===== src/rtl/irq_prio_pkg.sv =====
package irq_prio_pkg;
   typedef enum logic [1:0] {
      CMD_DISABLE = 2'd0,
      CMD_ENABLE  = 2'd1,
      CMD_RETURN  = 2'd2,
      CMD_SLEEP   = 2'd3
   } irq_cmd_e;
endpackage


===== src/rtl/irq_pend_reg.sv =====
module irq_pend_reg #(
   parameter int NUM_LEVELS = 8,
   localparam int LVL_W = $clog2(NUM_LEVELS)
) (
   input  logic                  clk,
   input  logic                  rst_n,
   input  logic                  sample_en,
   input  logic [NUM_LEVELS-1:0] hw_req,
   input  logic                  swi_we,
   input  logic [NUM_LEVELS-1:0] swi_bits,
   input  logic                  clr_en,
   input  logic [LVL_W-1:0]      clr_lvl,
   output logic [NUM_LEVELS-1:0] pend_q
);
   for (genvar i = 0; i < NUM_LEVELS; i++) begin : g_bit
      logic set_i;
      logic clr_i;
      assign set_i = (sample_en & hw_req[i]) | (swi_we & swi_bits[i]);
      assign clr_i = clr_en && (clr_lvl == LVL_W'(i));
      always_ff @(posedge clk or negedge rst_n) begin
         if (!rst_n)     pend_q[i] <= 1'b0;
         else if (set_i) pend_q[i] <= 1'b1;
         else if (clr_i) pend_q[i] <= 1'b0;
      end
   end
endmodule


===== src/rtl/irq_prio_enc.sv =====
module irq_prio_enc #(
   parameter int NUM_LEVELS = 8,
   localparam int LVL_W = $clog2(NUM_LEVELS)
) (
   input  logic [NUM_LEVELS-1:0] vec,
   output logic                  any,
   output logic [LVL_W-1:0]      top
);
   logic [LVL_W-1:0] idx_chain [NUM_LEVELS+1];
   assign idx_chain[0] = '0;
   for (genvar i = 0; i < NUM_LEVELS; i++) begin : g_scan
      assign idx_chain[i+1] = vec[i] ? LVL_W'(i) : idx_chain[i];
   end
   assign top = idx_chain[NUM_LEVELS];
   assign any = |vec;
endmodule


===== src/rtl/irq_prio_ctrl.sv =====
module irq_prio_ctrl #(
   parameter int NUM_LEVELS = 8,
   localparam int LVL_W = $clog2(NUM_LEVELS)
) (
   input  logic                  clk,
   input  logic                  rst_n,
   input  logic                  cyc_strobe,
   input  logic                  cyc_is_io,
   input  logic [NUM_LEVELS-1:0] hw_req,
   input  logic                  swi_we,
   input  logic [NUM_LEVELS-1:0] swi_bits,
   input  logic                  cmd_valid,
   input  logic [1:0]            cmd_op,
   output logic                  ack_valid,
   output logic [LVL_W-1:0]      ack_level,
   output logic                  irq_en,
   output logic [NUM_LEVELS-1:0] pending,
   output logic [NUM_LEVELS-1:0] active,
   output logic                  sleep_ok
);
   import irq_prio_pkg::*;

   initial begin
      assert (NUM_LEVELS >= 2 && NUM_LEVELS <= 32)
         else $error("NUM_LEVELS out of supported range");
      assert ((1 << LVL_W) == NUM_LEVELS)
         else $error("NUM_LEVELS must be a power of two");
   end

   irq_cmd_e         cmd;
   logic             do_ret;
   logic             sample_en;
   logic             cand_any;
   logic [LVL_W-1:0] cand_lvl;
   logic             act_any;
   logic [LVL_W-1:0] act_top;
   logic             accept;
   logic             en_q;
   logic [NUM_LEVELS-1:0] act_q;
   logic [NUM_LEVELS-1:0] pend_q;

   assign cmd       = irq_cmd_e'(cmd_op);
   assign do_ret    = cmd_valid && (cmd == CMD_RETURN);
   assign sample_en = cyc_strobe & ~cyc_is_io;

   irq_pend_reg #(.NUM_LEVELS(NUM_LEVELS)) u_pend (
      .clk      (clk),
      .rst_n    (rst_n),
      .sample_en(sample_en),
      .hw_req   (hw_req),
      .swi_we   (swi_we),
      .swi_bits (swi_bits),
      .clr_en   (do_ret && act_any),
      .clr_lvl  (act_top),
      .pend_q   (pend_q)
   );

   irq_prio_enc #(.NUM_LEVELS(NUM_LEVELS)) u_cand (
      .vec(pend_q & ~act_q),
      .any(cand_any),
      .top(cand_lvl)
   );

   irq_prio_enc #(.NUM_LEVELS(NUM_LEVELS)) u_act (
      .vec(act_q),
      .any(act_any),
      .top(act_top)
   );

   assign accept = en_q && !cmd_valid && cand_any && (!act_any || (cand_lvl > act_top));

   always_ff @(posedge clk or negedge rst_n) begin
      if (!rst_n) begin
         en_q      <= 1'b0;
         act_q     <= '0;
         ack_valid <= 1'b0;
         ack_level <= '0;
      end else begin
         ack_valid <= accept;
         if (accept) begin
            ack_level        <= cand_lvl;
            act_q[cand_lvl]  <= 1'b1;
            en_q             <= 1'b0;
         end else if (cmd_valid) begin
            unique case (cmd)
               CMD_DISABLE: en_q <= 1'b0;
               CMD_ENABLE:  en_q <= 1'b1;
               CMD_SLEEP:   en_q <= 1'b1;
               CMD_RETURN: begin
                  en_q <= 1'b1;
                  if (act_any) act_q[act_top] <= 1'b0;
               end
               default:     en_q <= en_q;
            endcase
         end
      end
   end

   assign irq_en   = en_q;
   assign pending  = pend_q;
   assign active   = act_q;
   assign sleep_ok = (pend_q == '0) && (act_q == '0);
endmodule


===== config.mk =====
export PLATFORM = sky130hd
export DESIGN_NAME = irq_prio_ctrl
export DESIGN_NICKNAME = d
export VERILOG_FILES = /design/src/rtl/irq_prio_pkg.sv /design/src/rtl/irq_pend_reg.sv /design/src/rtl/irq_prio_enc.sv /design/src/rtl/irq_prio_ctrl.sv
export SDC_FILE = /design/constraint.sdc
export NUM_CORES = 1
export LEC_CHECK = 0
export BUFFER_PORTS_ARGS = -buffer_cell sky130_fd_sc_hd__buf_2
export CORE_UTILIZATION = 52
export CTS_CLUSTER_DIAMETER = 50
export CTS_CLUSTER_SIZE = 12
export DETAILED_ROUTE_END_ITERATION = 6
export HOLD_SLACK_MARGIN = 0.12
export PLACE_DENSITY = 0.87
export SLEW_MARGIN = 5
export SYNTH_ARGS = -nofsm -noshare
export SYNTH_HDL_FRONTEND = slang
export SYNTH_SLANG_ARGS = --single-unit
export TNS_END_PERCENT = 30

===== constraint.sdc =====
create_clock -name clk -period 4 [get_ports clk]
set_input_delay 0.8 -clock clk [delete_from_list [all_inputs] [get_ports clk]]
set_output_delay 0.8 -clock clk [all_outputs]
set_load 0.005 [all_outputs]

Yosys cells after proc, flatten, opt, wreduce, memory -nomap -nowiden
Index checks and enable logic that the tools add are counted.
{"block": "word_totals", "elab_cells": 137, "reg_bits": 21, "out_inout_bits": 22, "input_bits": 24}
{"block": "classes", "n_mux": 41, "n_reduce_logical": 38, "n_lt_le_gt_ge": 5, "n_eq_ne": 10, "bitwise": 31}
{"operator": "2-to-1 mux 3 bit", "n": 12}
{"operator": "2-to-1 mux 8 bit", "n": 4}
{"operator": "2-to-1 mux 1 bit", "n": 22}
{"operator": "nonzero test 2 bit", "n": 11}
{"operator": "AND 1 bit", "n": 17}
{"operator": "AND 8 bit", "n": 2}
{"operator": "logical AND 1 bit", "n": 16}
{"operator": "logical NOT 8 bit", "n": 2}
{"operator": "inverter 8 bit", "n": 2}
{"operator": "OR reduction 8 bit", "n": 2}
{"operator": "== test 3 bit (second input constant)", "n": 4}
{"operator": "less-than comparator 3 x 4 -> 1 bit (second input constant)", "n": 2}
{"operator": "bitwise OR 1 bit", "n": 8}
{"operator": "bitwise OR 8 bit", "n": 1}
{"operator": "demux 1 bit (select 3 bit)", "n": 2}
{"operator": "== test 3 x 2 -> 1 bit (second input constant)", "n": 2}
{"operator": ">= comparator 3 x 1 -> 1 bit (second input constant)", "n": 2}
{"operator": "== test 2 bit (second input constant)", "n": 2}
{"operator": "== test 3 x 1 -> 1 bit (second input constant)", "n": 1}
{"operator": "greater-than comparator 3 bit", "n": 1}
{"operator": "logical NOT 3 bit", "n": 1}
{"operator": "AND reduction 3 bit", "n": 1}
{"operator": "OR reduction 3 bit", "n": 1}
{"operator": "== test 2 x 1 -> 1 bit (second input constant)", "n": 1}
{"operator": "other kinds (5)", "n": 6}

Logic depth before layout (Yosys ltp)
Gate-level depths: netlist of the first run.
{"block": "logic_depth", "word_depth": 17, "mapped_depth": 11}

By module
From an unflattened synthesis of the first run, not the netlist that was laid out.
{"block": "unflattened", "hier_cells": 138, "hier_area_um2": 1305.0}
{"module": "irq_prio_ctrl", "area_each_um2": 742.0, "seq_area_each_um2": 325.3, "cells_each": 76, "instances": 1}
{"module": "irq_pend_reg", "area_each_um2": 430.4, "seq_area_each_um2": 200.2, "cells_each": 38, "instances": 1}
{"module": "irq_prio_enc", "area_each_um2": 66.3, "seq_area_each_um2": 0.0, "cells_each": 12, "instances": 2}

Least setup slack after synthesis of the first run
No wires, ideal clock.
{"block": "synth_timing", "path_kind": "register -> register", "startpoint": "register act_q[3], in the netlist active[3]", "endpoint": "register ack_level[1]", "path_stages_with_launch": 10, "slack_ns": 1.366, "required_time_ns": 3.875, "arrival_ns": 2.509, "setup_ns": 0.125, "path_buffers": 0, "cell_sequence": "dfrtp_1 -> nand2b_1 -> a21boi_0 -> o21ai_0 -> ha_1 -> and3_1 -> a21oi_1 -> o21bai_4 -> a31oi_4 -> mux2_4"}
{"block": "synth_via", "elab_chain_len": 10, "elab_cells_between_ends": 19}
{"element": "start, declared", "line_no": "irq_prio_ctrl.sv:39", "rtl": "logic [NUM_LEVELS-1:0] act_q;"}
{"element": "start signal, assigned", "line_no": "irq_prio_ctrl.sv:75", "rtl": "act_q <= '0;"}
{"element": "start signal, assigned by index", "line_no": "irq_prio_ctrl.sv:82", "rtl": "act_q[cand_lvl] <= 1'b1;"}
{"element": "start signal, assigned by index", "line_no": "irq_prio_ctrl.sv:91", "rtl": "if (act_any) act_q[act_top] <= 1'b0;"}
{"element": "inverter 8 bit", "line_no": "irq_prio_ctrl.sv:59", "rtl": ".vec(pend_q & ~act_q),"}
{"element": "AND 8 bit", "line_no": "irq_prio_ctrl.sv:59"}
{"element": "2-to-1 mux 3 bit (5 in series)", "line_no": "irq_prio_enc.sv:12", "rtl": "assign idx_chain[i+1] = vec[i] ? LVL_W'(i) : idx_chain[i];"}
{"element": "via cand_lvl[1]", "line_no": "irq_prio_ctrl.sv:34", "rtl": "logic [LVL_W-1:0] cand_lvl;"}
{"element": "greater-than comparator 3 bit", "line_no": "irq_prio_ctrl.sv:70", "rtl": "assign accept = en_q && !cmd_valid && cand_any && (!act_any || (cand_lvl > act_top));"}
{"element": "logical OR 1 bit", "line_no": "irq_prio_ctrl.sv:70"}
{"element": "logical AND 1 bit", "line_no": "irq_prio_ctrl.sv:70"}
{"element": "via accept", "line_no": "irq_prio_ctrl.sv:37", "rtl": "logic accept;"}
{"element": "end signal, assigned", "line_no": "irq_prio_ctrl.sv:81", "rtl": "ack_level <= cand_lvl;"}
{"element": "end, declared", "line_no": "irq_prio_ctrl.sv:15", "rtl": "output logic [LVL_W-1:0] ack_level,"}
The timed path passes the listed nets, and every way through them passes these cells.
A chain may end at the register's enable or synchronous reset.

Worst setup path after layout of the first run
Ends and elaborated chain as after synthesis.

==> flow_summary.ini, run 1 <==
[global_routing]
grt_pass1_wl_um = 5040
grtUsageMet2_pct = 44.4
gr-usage-met1_pct = 35.5
use_met3_pct = 2.73
grt_pass1_vias = 1136
antenna_found_initial = 0
overflow = 0
grt-busiest-layer = met2
grt_max_degree = 22
grtUsageTotal_pct = 26.3

[logic_synthesis]
synth_ff_type = dfrtp_1
synth_cell_types = 40
synthesis.area_um2 = 1230
synth-edff-count = 0
seq_area_frac_synth_pct = 42.7
synth-seq-cells = 21
async_flop_share_pct = 100
synth_warnings = 0
syn-num-nets = 155
synth_cells = 128
syn_avg_cell_area_um2 = 9.61

[clock_network]
path_clk_slew_ns = 0.12
clock-sinks = 21
clockRootBuffer = clkbuf_4
ctsHtreeMaxLevel = 1
postCtsHoldBufs = 0
cts_resized = 0
clk_latency_ns = 0.30
numCtsBuffers = 3
cts_tree = done
cts_max_path_buffers = 2
cts_setup_buffers = 0

[placement]
place_area_um2 = 1480
dp_hpwl_um = 2490
gp_congestion = 0.901
io_buffers = 45

[timing]
tns_ns = 0
layout_min_cycle_time_ns = 2.97
setup-violations-final = 0
grt_setup_unrepaired = no
relSlewSlack_pct = 53.9
max_freq_ghz = 0.336
hold_ws_ns = 0.431
worstMarginPinSlew_ns = 0.685
slew_viol_final = 0
min_period_over_period_pct = 74.3
hold_violations = 0
clock_skew_ns = 0.00492

[worst_setup_path]
path_class = reg -> reg
required_ns = 4.20
endpoint_kind = register
arrival_ns = 3.17
path_max_fanout = 6
startpoint_type = register

[floorplanning]
std_cell_rows = 17
die_x_um = 50.6
coreArea_um2 = 2210
start_util_pct = 55.6
pin_count = 46
fp.dieH_um = 50.6
die_area_um2 = 2560

[pwr]
peakVddDrop_uv = 400
power_density_nw_per_um2 = 619
p_leak_nw = 0.699

[detailed_routing]
vias = 1200
drtPass1Iterations = 5
drc_errors = 0
post_drt_wl_per_cell_um = 15.5
wirelength_um = 3130
ant_nets = 0
drt_iter0_drc = 45
via_per_inst = 5.94

[layout]
layout-drive-gt1-share_pct = 32.8
areaGrowthSynthToFinish_pct = 22.1
finalNetCount = 202
fillers = 205
insertedDiodeCount = 0
finalInstanceArea_um2 = 1500

[outcome]
status = completed

[job]
cap_violations = 0

[hold_path]
hold_class = in -> async
==> power breakdown <==
group          total, mW  leakage, nW  internal [mW]  switching [mW]
clock network      0.104       0.0150         0.0388          0.0656
registers          0.348        0.233          0.268          0.0793
logic              0.477        0.451          0.215           0.262
==> worst paths after layout <==
path                                           from                      endpoint  slack, ns  cells past startpoint
setup / recovery              active[3]$_DFFE_PN0P_      ack_level[1]$_DFFE_PN0N_       1.03                      9
hold / removal                                rst_n         active[6]$_DFFE_PN0P_       0.43                      1
setup reg to reg              active[3]$_DFFE_PN0P_      ack_level[1]$_DFFE_PN0N_       1.03                      9
hold reg to reg            ack_level[1]$_DFFE_PN0N_      ack_level[1]$_DFFE_PN0N_       0.53                      1
max in group asynchronous                     rst_n  u_pend.pend_q[7]$_DFFE_PN0P_       3.25                      1
min in group clk           ack_level[1]$_DFFE_PN0N_      ack_level[1]$_DFFE_PN0N_       0.53                      1
==> registers in the layout (all words and copies together) (netlist names) <==
register,flops
ack_valid,1
active,8
u_pend.pend_q,8
irq_en,1
ack_level,3
==> cell families after synthesis <==
group,count (synthesis),synth area share [%]
adder cells (fa/ha/maj),3,3.05
flip-flops,21,42.7
buffers and inverters,16,5.49
AO/OA/AOI/OAI,45,27.3
multiplexers,1,1.22
AND/OR/NAND/NOR,42,20.2
==> per-stage QoR <==
step / std cells / power, mW / utilization [%] / setup WS [ns]
floorplan: 128 / 0.667 / - / 1.37
global placement: 198 / 0.803 / 66.7 / 1.25
detailed placement: 198 / 0.823 / 66.7 / 1.07
CTS: 202 / 0.926 / 67.9 / 1.05
global route: 202 / 0.998 / 67.9 / 0.912
finish: 202 / 0.929 / 67.9 / 1.03
==> final cells by class <==
cell class | count | area, µm² | area share, %
clock buffers | 4 | 26.3 | 1.75
repair buffers | 46 | 233 | 15.5
flip-flops and latches | 21 | 526 | 35.0
inverters | 12 | 45.0 | 3.00
multi-input cells | 91 | 637 | 42.4
well taps | 28 | 35.0 | 2.33
==> synth_stat cells, types with 3 or more instances <==
cell type / count / area [µm²]
nor3_1: 3 / 15.0
nor2_1: 7 / 26.3
a21oi_1: 9 / 45.0
nand2b_1: 7 / 43.8
ha_1: 3 / 37.5
dfrtp_1: 21 / 526
a22o_1: 4 / 35.0
nand3_1: 5 / 25.0
a222oi_1: 3 / 30.0
inv_1: 12 / 45.0
o21ai_0: 9 / 45.0
nand2_1: 6 / 22.5
a31oi_1: 3 / 18.8
==> layout by cell type, fill, tap and decap left out, types with 2 or more instances in the layout <==
cell	synthesis	layout
a21boi_0	2	2
nand2_1	6	6
buf_2	0	45
a22o_1	4	4
a21oi_1	9	9
nor2b_1	2	2
nor4_1	2	2
inv_1	12	12
o31ai_1	2	2
nor3_1	3	3
and3_1	2	2
dfrtp_1	21	21
nand2b_1	7	7
o21ai_0	9	9
a221o_1	2	2
ha_1	3	3
nor2_1	7	7
o22ai_1	2	2
a31oi_1	3	3
clkbuf_4	0	3
nand3_1	5	5
a222oi_1	3	3
a22oi_1	2	2
==> worst max-delay path, cell delays in order (launching register included) <==
cell,delay (ns)
dfrtp_1,0.44
nand2b_1,0.14
a21boi_0,0.57
o21ai_0,0.25
ha_1,0.36
and3_1,0.18
a21oi_1,0.26
o21bai_4,0.13
a31oi_4,0.22
mux2_4,0.31
==> layer usage <==
metal / wire length [µm] / vias up
li1: - / 566
met1: 1340 / 567
met2: 1550 / 63
met3: 214 / 4
met4: 26 / 0
met5: 0 / -
No activity file was read; power rests on OpenSTA's default activity.
==> inputs of run 2 (changes only) <==
--- a/config.mk
+++ b/config.mk
@@ -6,12 +6,12 @@
 export NUM_CORES = 1
 export LEC_CHECK = 0
 export BUFFER_PORTS_ARGS = -buffer_cell sky130_fd_sc_hd__buf_2
-export CORE_UTILIZATION = 52
+export CORE_UTILIZATION = 44
 export CTS_CLUSTER_DIAMETER = 50
 export CTS_CLUSTER_SIZE = 12
 export DETAILED_ROUTE_END_ITERATION = 6
 export HOLD_SLACK_MARGIN = 0.12
-export PLACE_DENSITY = 0.87
+export PLACE_DENSITY = 0.79
 export SLEW_MARGIN = 5
 export SYNTH_ARGS = -nofsm -noshare
 export SYNTH_HDL_FRONTEND = slang
==> constraint.sdc (replaced) <==
create_clock -name clk -period 2.45 [get_ports clk]
set_input_delay 0.49 -clock clk [delete_from_list [all_inputs] [get_ports clk]]
set_output_delay 0.49 -clock clk [all_outputs]
set_load 0.005 [all_outputs]
==> flow_summary.ini, run 2 (same netlist as run 1, synthesis figures left out) <==
[timing]
layout_min_cycle_time_ns = 2.36
worstMarginPinSlew_ns = 0.541
hold_violations = 0
tns_ns = 0
clock_skew_ns = 0.00872
setup-violations-final = 0
hold_ws_ns = 0.114
relSlewSlack_pct = 63.9
grt_setup_unrepaired = yes
min_period_over_period_pct = 96.3
slew_viol_final = 0
max_freq_ghz = 0.424

[floorplanning]
die_area_um2 = 3010
coreArea_um2 = 2570
std_cell_rows = 18
start_util_pct = 47.9
pin_count = 46
die_x_um = 54.9
fp.dieH_um = 54.9

[clock_network]
ctsHtreeMaxLevel = 1
path_clk_slew_ns = 0.12
postCtsHoldBufs = 0
numCtsBuffers = 3
clock-sinks = 21
clockRootBuffer = clkbuf_4
clk_latency_ns = 0.32
cts_max_path_buffers = 2
cts_tree = done

[layout]
areaGrowthSynthToFinish_pct = 33.0
final_common_cell = buf_2
final_cell_mix = 45 x buf_2, 21 x dfrtp_1, 14 x buf_4, 12 x inv_1
layout-drive-gt1-share_pct = 40.1
final_core_util_pct = 63.7
insertedDiodeCount = 0
finalNetCount = 215

[pwr]
peakVddDrop_uv = 567
seq_power_share_pct = 28.8
total_power_mw = 1.74
combPwrFrac_pct = 61.2
p_int_mw = 1.00
power_density_nw_per_um2 = 1060
power_frac_clock_pct = 10.1
netSwitchingFraction_pct = 42.5
p_switching_mw = 0.738
p_leak_nw = 0.769

[worst_setup_path]
cpPeakStageDelay_ns = 0.45
cp_top_family = compound AO/OA/AOI/OAI gates
path_class = reg -> reg
endpoint_kind = register
critical_path.cell_chain = nand2b_1, a21boi_1, o21ai_1, ha_1, and3_1, a21oi_2, o21bai_4, nor2_1, a32o_1
startpoint_type = register
cp_slowest_cell = dfrtp_1
path_max_fanout = 6
path_buf_inv = 0
required_ns = 2.71
arrival_ns = 2.62

[detailed_routing]
wirelength_um = 3450
drtPass1Iterations = 5
post_drt_wl_per_cell_um = 15.9
drc_errors = 0
vias = 1250
via_per_inst = 5.76
drt_iter0_drc = 30
ant_nets = 0

[global_routing]
grt_pass1_wl_um = 4990
grt_pass1_vias = 1094
antenna_found_initial = 0
grtUsageTotal_pct = 23.9
grt_max_degree = 22
overflow = 0

[hold_path]
hold_class = in -> async

[placement]
io_buffers = 45
dp_hpwl_um = 2670
gp_congestion = 0.925

[job]
cap_violations = 0

[outcome]
status = completed
==> run 2: cell count changes in the layout (fill, tap and decap cells not counted), sizes merged <==
| cell | delta |
|---|---|
| buf | +13 |
==> run 2: worst register-to-register path: cells and delay by family, from the launching register on <==
family,cells,cell delay (ns)
flip-flops,1,0.45
AO/OA/AOI/OAI,5,0.88
AND/OR/NAND/NOR,3,0.71
adder cells (fa/ha/maj),1,0.27
==> run 2: final cells by class <==
type	count	area (µm²)
well taps	30	37.5
fillers	233	932
flip-flops and latches	21	526
repair buffers	59	330
inverters	12	45.0
multi-input cells	91	671
clock buffers	4	26.3
==> run 2: path summary, 6_finish.rpt <==
check | start | to | slack (ns) | depth (start not counted)
max | active[3]$_DFFE_PN0P_ | active[5]$_DFFE_PN0P_ | 0.09 | 9
min | rst_n | u_pend.pend_q[3]$_DFFE_PN0P_ | 0.11 | 1
max reg2reg | active[3]$_DFFE_PN0P_ | active[5]$_DFFE_PN0P_ | 0.09 | 9
min reg2reg | ack_level[2]$_DFFE_PN0N_ | ack_level[2]$_DFFE_PN0N_ | 0.52 | 2
max in group asynchronous | rst_n | ack_level[0]$_DFFE_PN0N_ | 2.00 | 1
min in group clk | hw_req[3] | u_pend.pend_q[3]$_DFFE_PN0P_ | 0.39 | 3
==> run 2: power groups by stage <==
stage          clock network (mW)  registers (mW)  logic [mW]
2_1_floorplan                   0           0.549       0.568
3_3_place_gp                    0           0.501       0.951
3_5_place_dp                    0           0.507       0.986
4_1_cts                     0.175           0.501       0.991
5_1_grt                     0.188           0.515        1.17
6_report                    0.175           0.500        1.06
==> run 2: what timing repair did <==
action,in CTS,in global routing
endpoints found under the setup margin,1,5
gates resized for setup,1,4
pin swaps,0,1
setup buffers,0,2
hold endpoints to repair,0,0
==> run 2: stage by stage <==
step	area [µm²]	cells	setup slack, ns
final	1640	217	0.0897
after global routing	1640	217	-0.00897
after CTS	1600	215	0.0220
after detailed placement	1570	211	-0.0188
after global placement	1570	211	0.130
after floorplan	1240	128	0.000346
==> run 2: routing by layer <==
metal	GRT usage [%]	part of all wire (%)	vias up
li1	-	-	590
met1	31.9	44	606
met2	39.2	50	49
met3	3.06	5.2	5
met4	7.69	0.87	0
met5	0	0	-
